**src/rtl/radix_walker.sv**
```systemverilog
module radix_walker #(
  parameter int MAX_LEVELS = 8,
  parameter int PA_W = 56
) (
  input  logic            clk,
  input  logic            rst_n,
  input  logic            req_valid,
  output logic            req_ready,
  input  logic [63:0]     req_vaddr,
  input  logic [63:0]     req_root_base,
  input  logic [4:0]      req_root_nls,
  input  logic [5:0]      req_space_bits,
  input  logic [1:0]      req_access,
  input  logic            req_user,
  output logic            mem_req_valid,
  input  logic            mem_req_ready,
  output logic            mem_req_write,
  output logic [63:0]     mem_req_addr,
  output logic [63:0]     mem_req_wdata,
  input  logic            mem_rsp_valid,
  input  logic [63:0]     mem_rsp_data,
  output logic            done,
  output logic [2:0]      done_fault,
  output logic [PA_W-1:0] done_paddr,
  output logic [5:0]      done_page_bits,
  output logic [2:0]      done_perm
);
  localparam int LVL_W = $clog2(MAX_LEVELS + 1);
  localparam logic [2:0] F_NONE = 3'd0, F_CFG = 3'd1, F_NOPTE = 3'd2,
                         F_PROT = 3'd3, F_GUARD = 3'd4;

  typedef enum logic [2:0] {S_IDLE, S_LEVEL, S_READ, S_WAIT, S_EVAL, S_WB, S_FIN} st_t;
  st_t state;

  logic [63:0]     va_q, base_q, ent_addr_q, entry_q, wdata_q;
  logic [4:0]      nls_q;
  logic [5:0]      rem_q, page_q;
  logic [1:0]      acc_q;
  logic            user_q;
  logic [LVL_W-1:0] lvl_q;
  logic [2:0]      fault_q, perm_q;
  logic [PA_W-1:0] paddr_q;

  logic [5:0]  shamt;
  logic [63:0] idx, pmask, rpn, new_e;
  logic [PA_W-1:0] pa;
  logic        cfg_bad, guard, denied;
  logic [2:0]  need, prot, keep;

  assign shamt   = rem_q - {1'b0, nls_q};
  assign idx     = (va_q >> shamt) & ((64'd1 << nls_q) - 64'd1);
  assign cfg_bad = (nls_q < 5'd5) || ({1'b0, nls_q} > rem_q) ||
                   (lvl_q == LVL_W'(MAX_LEVELS));

  assign pmask  = (64'd1 << rem_q) - 64'd1;
  assign rpn    = {8'd0, entry_q[55:12], 12'd0};
  assign pa     = PA_W'((rpn & ~pmask) | (va_q & pmask));
  assign guard  = (entry_q[5:4] == 2'b11) && (acc_q == 2'd2);
  assign prot   = (entry_q[3] && user_q) ? 3'b000 : entry_q[2:0];
  assign denied = |(need & ~prot);
  assign keep   = (acc_q == 2'd1) ? 3'b111 : 3'b101;
  assign new_e  = entry_q | 64'h100 | ((acc_q == 2'd1) ? 64'h80 : 64'h0);

  always_comb begin
    case (acc_q)
      2'd1:    need = 3'b010;
      2'd2:    need = 3'b001;
      default: need = 3'b100;
    endcase
  end

  always_ff @(posedge clk or negedge rst_n) begin
    if (!rst_n) begin
      state <= S_IDLE;
      va_q <= '0; base_q <= '0; ent_addr_q <= '0; entry_q <= '0; wdata_q <= '0;
      nls_q <= '0; rem_q <= '0; page_q <= '0; acc_q <= '0; user_q <= 1'b0;
      lvl_q <= '0; fault_q <= F_NONE; perm_q <= '0; paddr_q <= '0;
    end else begin
      case (state)
        S_IDLE: if (req_valid) begin
          va_q <= req_vaddr; base_q <= req_root_base; nls_q <= req_root_nls;
          rem_q <= req_space_bits; acc_q <= req_access; user_q <= req_user;
          lvl_q <= '0; fault_q <= F_NONE; perm_q <= '0; paddr_q <= '0; page_q <= '0;
          state <= S_LEVEL;
        end
        S_LEVEL: begin
          if (cfg_bad) begin
            fault_q <= F_CFG;
            state <= S_FIN;
          end else begin
            ent_addr_q <= base_q + (idx << 3);
            state <= S_READ;
          end
        end
        S_READ: if (mem_req_ready) state <= S_WAIT;
        S_WAIT: if (mem_rsp_valid) begin
          entry_q <= mem_rsp_data;
          rem_q <= rem_q - {1'b0, nls_q};
          lvl_q <= lvl_q + 1'b1;
          state <= S_EVAL;
        end
        S_EVAL: begin
          if (!entry_q[63]) begin
            fault_q <= F_NOPTE;
            state <= S_FIN;
          end else if (entry_q[62]) begin
            if (guard) begin
              fault_q <= F_GUARD;
              state <= S_FIN;
            end else if (denied) begin
              fault_q <= F_PROT;
              state <= S_FIN;
            end else begin
              paddr_q <= pa;
              page_q <= rem_q;
              perm_q <= prot & keep;
              wdata_q <= new_e;
              state <= (new_e != entry_q) ? S_WB : S_FIN;
            end
          end else begin
            base_q <= {8'd0, entry_q[55:8], 8'd0};
            nls_q <= entry_q[4:0];
            state <= S_LEVEL;
          end
        end
        S_WB: if (mem_req_ready) state <= S_FIN;
        S_FIN: state <= S_IDLE;
        default: state <= S_IDLE;
      endcase
    end
  end

  assign req_ready      = (state == S_IDLE);
  assign mem_req_valid  = (state == S_READ) || (state == S_WB);
  assign mem_req_write  = (state == S_WB);
  assign mem_req_addr   = ent_addr_q;
  assign mem_req_wdata  = wdata_q;
  assign done           = (state == S_FIN);
  assign done_fault     = fault_q;
  assign done_paddr     = paddr_q;
  assign done_page_bits = page_q;
  assign done_perm      = perm_q;


  hold_req_chk: assert property (@(posedge clk) disable iff (!rst_n)
    mem_req_valid && !mem_req_ready |=> mem_req_valid && $stable(mem_req_addr) && $stable(mem_req_write));


  done_pulse_chk: assert property (@(posedge clk) disable iff (!rst_n)
    done |=> !done);


  ref_set_chk: assert property (@(posedge clk) disable iff (!rst_n)
    mem_req_valid && mem_req_write |-> mem_req_wdata[8]);


  wb_changed_chk: assert property (@(posedge clk) disable iff (!rst_n)
    mem_req_valid && mem_req_write |-> mem_req_wdata != entry_q);


  lvl_bound_chk: assert property (@(posedge clk) disable iff (!rst_n)
    mem_req_valid && !mem_req_write |-> lvl_q < LVL_W'(MAX_LEVELS));


  no_write_perm_chk: assert property (@(posedge clk) disable iff (!rst_n)
    done && done_fault == F_NONE && acc_q != 2'd1 |-> !done_perm[1]);
endmodule

```
**config.mk**
```make
export PLATFORM = sky130hd
export DESIGN_NAME = radix_walker
export DESIGN_NICKNAME = d
export VERILOG_FILES = /design/src/rtl/radix_walker.sv
export SDC_FILE = /design/constraint.sdc
export NUM_CORES = 1
export LEC_CHECK = 0
export CORE_MARGIN = 2
export CORE_UTILIZATION = 40
export DETAILED_ROUTE_END_ITERATION = 6
export HOLD_SLACK_MARGIN = 0.12
export SYNTH_ARGS = -nofsm -noshare
export SYNTH_HDL_FRONTEND = slang
export SYNTH_SLANG_ARGS = --single-unit
export TNS_END_PERCENT = 1
```
**constraint.sdc**
```tcl
create_clock -name clk -period 6.6 [get_ports clk]
set_clock_uncertainty 0.2 [all_clocks]
set_input_delay 1.32 -clock clk [delete_from_list [all_inputs] [get_ports clk]]
set_output_delay 1.32 -clock clk [all_outputs]
set_load 0.01 [all_outputs]
```
## Yosys cells after proc, flatten, opt, wreduce, memory -nomap -nowiden

Index checks and enable logic that the tools add are counted.

| operators by class | value |
|---|---|
| $add $sub $neg | 5 |
| $lt $le $gt $ge | 2 |
| equal/unequal tests | 23 |
| shift-type cells | 3 |
| muxes and demuxes | 53 |
| bitwise gates (word level) | 12 |
| reductions and logical operators | 19 |

Operators with widths:

| kind | count |
|---|---|
| 2-to-1 mux 56 bit | 5 |
| 2-to-1 mux 64 bit | 3 |
| case mux 64 bit (2 select lines) | 1 |
| AND 56 bit | 2 |
| case mux 56 bit (2 select lines) | 1 |
| adder 64 bit | 1 |
| != test 64 bit | 1 |
| bitwise OR 64 x 8 -> 64 bit | 1 |
| >> shifter 64 x 6 -> 61 bit | 1 |
| AND 61 bit | 1 |
| << shifter 1 x 5 -> 61 bit, first input constant | 1 |
| subtractor 61 x 1 -> 61 bit, second input constant | 1 |
| inverter 56 bit | 1 |
| bitwise OR 56 bit | 1 |
| << shifter 1 x 6 -> 56 bit, first input constant | 1 |
| subtractor 56 x 1 -> 56 bit, second input constant | 1 |
| 2-to-1 mux 3 bit | 18 |
| 2-to-1 mux 6 bit | 7 |
| case mux 6 bit (2 select lines) | 2 |
| != test 2 bit, second input constant | 10 |
| case mux 3 bit (6 select lines) | 1 |
| 2-to-1 mux 5 bit | 3 |
| case mux 3 bit (2 select lines) | 2 |
| case mux 5 bit (2 select lines) | 1 |
| 31 further kinds | 50 |

| word-level totals | value |
|---|---|
| register bits after elaboration | 409 |
| bits of input ports | 211 |
| output and inout port bits | 200 |
| logic and storage cells | 132 |

## Logic depth before layout (Yosys ltp)

Gate-level depths: netlist of run 1.

| depth | value |
|---|---|
| depth in word-level cells | 10 |
| depth in mapped cells | 27 |
| depth with buffers taken out | 25 |

## Least setup slack after synthesis of run 1

OpenSTA, ideal clock, no wires.

| timing path | value |
|---|---|
| path kind | reg-to-reg |
| start point | register rem_q[0] |
| end point | register ent_addr_q[38] (netlist: mem_req_addr[38]) |
| library setup time | 0.126 ns |
| data arrival time | 5.145 ns |
| data required time | 6.274 ns |
| setup slack | 1.129 ns |
| stages on the path, launching flop included | 24 |
| buffers on the path | 4 |
| period minus slack after synthesis | 5.471 ns |
| cells stage by stage | dfrtp_1 clkbuf_1 inv_2 ha_1 inv_1 fa_1 buf_2 buf_2 buf_2 mux4_2 mux2i_1 mux2i_1 a21oi_1 a211oi_1 ha_1 a21o_2 a2111oi_4 a21oi_1 o21bai_4 a2111oi_4 nor2b_2 a21o_1 a21o_1 a221o_1 |

| between the ends | value |
|---|---|
| word-level cells in the longest chain between the ends | 5 |
| elaborated cells on any way between the ends | 9 |
| classes of those cells | add/sub: 2; order compare: 1; shift: 1; bitwise: 2; reduce/logical: 3 |

Ends and longest elaborated chain:

| element | RTL line | RTL |
|---|---|---|
| from (decl) | 37 | `logic [5:0] rem_q, page_q;` |
| from (signal assigned) | 82 | `rem_q <= req_space_bits; acc_q <= req_access; user_q <= req_user;` |
| from (signal assigned) | 98 | `rem_q <= rem_q - {1'b0, nls_q};` |
| parallel branches: the longest is 5 deep, another holds adder 64 bit | -- |  |
| to (signal assigned) | 91 | `ent_addr_q <= base_q + (idx << 3);` |
| to (decl) | 35 | `logic [63:0] va_q, base_q, ent_addr_q, entry_q, wdata_q;` |

Parallel ways; which one is timed is not known.
A chain may end at the register's enable or synchronous reset.

## Worst setup path after layout of run 1

| timing path | value |
|---|---|
| start point | register rem_q[0] |
| end point | register ent_addr_q[56] (netlist: mem_req_addr[56]) |

Same word-level chain as after synthesis.

==> flow_summary.json, run 1 <==
{
  "outcome": "completed",
  "min_period_over_period_pct": 96.9,
  "r2r_cells": 23,
  "finish.utilization_pct": 51.6,
  "cts_tree": "done",
  "async_flop_share_pct": 100,
  "floorplan.die_area_sq_um": 65300,
  "first_pass_iters": 5,
  "synth.distinct_cells": 84,
  "maxCapViolCount": 0,
  "finalCriticalPeriod_ns": 6.39,
  "startpoint_type": "flip-flop",
  "grt_pass1_vias": 23700,
  "numCtsBuffers": 47,
  "worst_slew_margin_rel_pct": 28.1,
  "r2r_end": "mem_req_addr[56]",
  "yosys.area.top_type": "dfrtp_1",
  "ys_warn_count": 0,
  "yosysMostFrequentCell": "nand2_1",
  "drive_gt1_share_pct": 10.3,
  "grt_setup_unrepaired": "true",
  "drt_iter0_markers": 2026,
  "hold_viol_final": 0,
  "rrSetupSlack_ns": 0.21,
  "r2r-start": "rem_q[0]",
  "worstSetupPathType": "reg -> reg",
  "yosys-top-cells-area": "dfrtp_1, nand2_1, mux2i_1",
  "critical_path_required_ns": 6.93,
  "drc_errors": 0,
  "vias_per_cell": 5.68,
  "setup_violations": 0,
  "clk_latency_ns": 0.61,
  "ios": 411,
  "die_y_um": 255,
  "netlist_area_sq_um": 25300,
  "syn-instance-count": 2943,
  "cp_max_fo": 13,
  "tightestPinTransition_ns": 1.08,
  "synth_commonest_cells": "nand2_1, dfrtp_1, o21ai_0, mux2i_1, a21oi_1",
  "critical_path.endpoint": "mem_req_addr[56]",
  "synth_edf_count": 0,
  "critPathLaunch": "rem_q[0]",
  "path_clk_slew_ns": 0.06,
  "nets": 3594,
  "yosysTopAreaCellShare_pct": 40.5,
  "maxSlewViolCount": 0,
  "core_area_sq_um": 62900,
  "fp.dieW_um": 255,
  "vias": 23800,
  "rows": 92,
  "cp.arrival_ns": 6.72,
  "worstSetupEndpointType": "flip-flop",
  "drt_wl_total_mm": 103,
  "hold_ws_ns": 0.268,
  "drtAntennaViolNets": 0,
  "root_buffer": "clkbuf_16",
  "cts_buffer_depth": 3,
  "grt.overflow.total": 0,
  "grt_pass1_wl_mm": 154,
  "port_buffers": 410,
  "synth-main-ff-cell": "dfrtp_1",
  "dp_hpwl_mm": 80.5,
  "antenna_found_initial": 1,
  "hold_class": "reg -> reg",
  "ys_seq_area_share_pct": 40.5,
  "gp_congestion": 0.976,
  "synth.avg_cell_area_sq_um": 8.60,
  "cts.sinks": 409,
  "synth-seq-cells": 409,
  "area_growth_pct": 28.1,
  "fmax_ghz": 0.156,
  "initial_core_util_pct": 40.2,
  "track_usage_pct": 31.1,
  "htree_levels": 2,
  "wl_per_cell_um": 24.7,
  "grt_max_degree": 184,
  "hold_buffers": 0
}
==> metal layers <==
layer	wire length (um)	up-vias	track usage [%]	part of all wire, %
met5	0	-	0	0
met1	44000	11700	40.9	43
met2	50000	856	52.3	48
met3	5520	177	4.03	5.3
li1	-	11100	-	-
met4	3990	0	11.6	3.9
==> critical path: stages (launching register included) <==
cell and delay [ns]:
dfrtp_1 0.38, inv_2 0.16, ha_4 0.16, inv_1 0.05
fa_4 0.96, buf_4 0.26, mux2i_1 0.29, mux2i_1 0.17
nand2_1 0.10, nand2_1 0.15, o21ai_1 0.41, nor2_1 0.07
a21oi_1 0.25, a211oi_1 0.15, ha_1 0.39, o21a_1 0.16
a2111oi_0 0.09, or3_1 0.41, a21oi_2 0.24, o21ai_2 0.14
o31ai_4 0.31, a31oi_4 0.20, or4_1 0.51, nand3_1 0.08
==> logic make-up after synthesis <==
family | count (synthesis) | synth area share, %
AOI/OAI and AO/OA | 716 | 17.5
xor gates and xnor gates | 62 | 2.18
adders and majority gates | 74 | 3.72
buffers and inverters | 247 | 3.81
DFF | 409 | 40.5
muxes | 279 | 13.2
other | 1 | 0.0148
and+or+nand+nor | 1155 | 19.1
==> state kept, by name (all words and copies together), names as in the netlist <==
register,flops
done_fault,3
lvl_q,4
done_page_bits,6
mem_req_addr,64
entry_q,64
done_perm,3
done_paddr,56
base_q,64
acc_q,2
rem_q,6
nls_q,5
user_q,1
mem_req_wdata,64
va_q,64
state,3
==> worst min-delay path by stage <==
stage	startpoint	endpoint	cells after the start
floorplan	base_q[0]	mem_req_addr[0]	2
global placement	base_q[2]	mem_req_addr[2]	2
detailed placement	mem_req_wdata[63]	mem_req_wdata[63]	1
CTS	base_q[2]	mem_req_addr[2]	2
global route	entry_q[58]	entry_q[58]	2
finish	entry_q[58]	entry_q[58]	2
==> cells in the final DEF, fill, tap and decap left out, drive strengths merged, types with 20 or more instances in the layout <==
master,count
nor3,48
ha,72
dfrtp,409
a21o,32
o21a,20
clkbuf,61
clkdlybuf4s50,409
a21oi,165
mux2,68
nand2,742
xor2,29
nand3,102
buf,101
xnor2,33
o21ai,286
o22ai,22
nand4,26
mux4,37
a211oi,34
inv,37
mux2i,174
nor2,149
==> final cells by class <==
type                       count  area [sq um]
antenna                        2          5.00
clock buffer                  61          1320
clock inverter                25           304
fill                        5973         30400
inverter                      40           150
multi-input combinational   2301         14300
sequential                   409         10200
tap                          846          1060
timing repair buffer         510          5000
==> stage by stage <==
stage / TNS, ns / cell area, sq um / std cells / setup WS [ns]
floorplan: 0 / 25300 / 2957 / 1.13
global placement: 0 / 30700 / 4101 / 0.0370
detailed placement: -0.00626 / 30700 / 4101 / -0.00626
CTS: 0 / 32300 / 4187 / 0.0268
global route: -0.0797 / 32400 / 4192 / -0.0498
finish: 0 / 32400 / 4194 / 0.207
==> what timing repair did <==
item,4_1_cts,5_1_grt
pin swaps,0,1
endpoints found under the setup margin,2,13
resized for setup,1,20
setup buffers,0,5
Power of run 1 is not shown: default switching activity piles up to over one toggle a cycle in this logic, so the estimate is an artifact.
==> run 2: changes to the inputs <==
--- a/config.mk
+++ b/config.mk
@@ -5,6 +5,7 @@
 export SDC_FILE = /design/constraint.sdc
 export NUM_CORES = 1
 export LEC_CHECK = 0
+export ABC_AREA = 1
 export CORE_MARGIN = 2
 export CORE_UTILIZATION = 40
 export DETAILED_ROUTE_END_ITERATION = 6
==> flow_summary.json, run 2 <==
{
  "ys_seq_area_share_pct": 37.0,
  "timing.setup.tns_ns": 0,
  "htree_levels": 2,
  "layout_common_cells": "nand2_1, o21ai_0, dfrtp_1, clkdlybuf4s50_1, nor2_1",
  "hold_buffers": 0,
  "vias_per_cell": 5.46,
  "clk_latency_ns": 0.62,
  "finalCriticalPeriod_ns": 6.03,
  "drtAntennaViolNets": 0,
  "initial_core_util_pct": 40.3,
  "nets": 4725,
  "yosysMostFrequentCell": "nand2_1",
  "syn-instance-count": 4085,
  "port_buffers": 410,
  "numCtsBuffers": 47,
  "yosysTopAreaCellShare_pct": 37.0,
  "synth.avg_cell_area_sq_um": 6.77,
  "grt_setup_unrepaired": "false",
  "netlist_area_sq_um": 27700,
  "first_pass_iters": 6,
  "ios": 411,
  "synth_commonest_cells": "nand2_1, o21ai_0, dfrtp_1, nor2_1, inv_1",
  "drive_gt1_share_pct": 6.30,
  "worstSetupEndpointType": "flip-flop",
  "hold_class": "reg -> reg",
  "yosys-top-cells-area": "dfrtp_1, nand2_1, o21ai_0",
  "track_usage_pct": 37.0,
  "cp.arrival_ns": 6.34,
  "rows": 96,
  "grt_pass1_vias": 27900,
  "cts.sinks": 409,
  "outcome": "completed",
  "die_y_um": 267,
  "critical_path_required_ns": 6.91,
  "grt.overflow.total": 0,
  "fp.dieW_um": 267,
  "startpoint_type": "flip-flop",
  "cp_max_fo": 102,
  "antenna_found_initial": 6,
  "worst_slew_margin_rel_pct": 32.1,
  "cts_tree": "done",
  "ctsResizeCount": 0,
  "fill_cells": 6998,
  "synth-main-ff-cell": "dfrtp_1",
  "grt_pass1_wl_mm": 192,
  "dp_hpwl_mm": 108,
  "core_area_sq_um": 68600,
  "tightestPinTransition_ns": 1.02,
  "fmax_ghz": 0.166,
  "area_growth_pct": 25.0,
  "setup_violations": 0,
  "synth-seq-cells": 409,
  "worstSetupPathType": "reg -> reg",
  "floorplan.die_area_sq_um": 71300,
  "min_period_over_period_pct": 91.4,
  "drt_wl_total_mm": 134,
  "synth_edf_count": 0,
  "vias": 29500,
  "synth.distinct_cells": 59,
  "layout_commonest_cell": "nand2_1",
  "maxSlewViolCount": 0,
  "maxCapViolCount": 0,
  "yosys.area.top_type": "dfrtp_1",
  "gp_congestion": 1.07,
  "ys_warn_count": 0,
  "root_buffer": "clkbuf_16",
  "hold_viol_final": 0,
  "drt_iter0_markers": 3106,
  "wl_per_cell_um": 24.7,
  "async_flop_share_pct": 100,
  "cts_buffer_depth": 3,
  "cts_setup_buffers": 0,
  "grt_max_degree": 149,
  "path_clk_slew_ns": 0.06,
  "drc_errors": 0
}
[run 2: cell count changes after synthesis, sizes merged, moves of 35 or more]
cell    before   now
nand3      102   263
mux2        68     0
a31oi       19    60
mux2i      174    58
o21ai      286   458
nand2      742  1372
buf         56    91
nor2       149   423
inv         35   360
clkbuf     151    93
mux4        37     0
[run 2: metrics by stage]
step           worst slack (ns)  instance area (sq um)  hold slack (ns)  util (%)  instances
2_1_floorplan              1.92                  27700            0.242         -       4099
3_3_place_gp              0.872                  32800            0.249      47.8       5322
3_5_place_dp              0.728                  32800            0.251      47.8       5322
4_1_cts                   0.711                  34600            0.266      50.4       5409
5_1_grt                  0.0824                  34600            0.284      50.4       5413
6_report                  0.568                  34600            0.264      50.4       5414
[run 2: area by class of cell]
| type | count | area (sq um) | area share (%) |
|---|---|---|---|
| multi-input combinational | 3142 | 15400 | 44.4 |
| sequential | 409 | 10200 | 29.6 |
| timing repair buffer | 476 | 4670 | 13.5 |
| inverter | 364 | 1370 | 3.97 |
| clock buffer | 55 | 1250 | 3.60 |
| tap | 931 | 1160 | 3.37 |
| clock inverter | 32 | 529 | 1.53 |
| antenna | 5 | 12.5 | 0.0362 |
[run 2: final timing paths]
| kind | cells after the start | end | slack [ns] | startpoint |
|---|---|---|---|---|
| setup / recovery | 27 | mem_req_addr[39] | 0.57 | rem_q[0] |
| hold / removal | 2 | mem_req_wdata[59] | 0.26 | entry_q[59] |
| setup reg to reg | 27 | mem_req_addr[39] | 0.57 | rem_q[0] |
| hold reg to reg | 2 | mem_req_wdata[59] | 0.26 | entry_q[59] |
| max in group asynchronous | 2 | mem_req_addr[42] | 4.48 | rst_n |
| min in group asynchronous | 1 | mem_req_addr[1] | 0.44 | rst_n |
[run 2: kinds of logic (layout without fill, tap and decap cells)]
family	count (synthesis)	in the layout	synth area share, %
xor+xnor	44	44	1.42
compound gates	744	744	14.6
flops	409	409	37.0
buf+inv	548	927	8.09
mux	58	58	2.10
fa+ha+maj	74	74	3.40
other cells	1	20	0.0136
simple gates	2207	2207	33.4
[run 2: routing by layer]
| metal | GRT usage (%) | up-vias | part of all wire [%] |
|---|---|---|---|
| met4 | 16.5 | 0 | 5.0 |
| met3 | 6.29 | 223 | 7.7 |
| li1 | - | 14000 | - |
| met5 | 0 | - | 0 |
| met2 | 57.2 | 1282 | 44 |
| met1 | 50.8 | 14000 | 43 |
[run 2: critical path, cell delays in order (launching register included)]
cell and delay (ns):
dfrtp_1 0.55, inv_2 0.16, ha_4 0.90, buf_4 0.32, nand2_1 0.06, o21ai_0 0.14
mux2i_1 0.15, or2_2 0.29, o21ai_0 0.11, nand2_1 0.09, nand2_1 0.10, nand2_1 0.07
nand3_1 0.10, o21ai_0 0.09, a21oi_1 0.29, ha_1 0.23, inv_1 0.05, fa_1 0.39
o21ai_1 0.32, a21oi_1 0.22, o21ai_1 0.41, nand2_1 0.09, nand2_1 0.16, a21oi_1 0.15
inv_1 0.09, nand2_1 0.05, nand3_1 0.07, nand2_1 0.05
Power of run 2 is left out for the same reason.
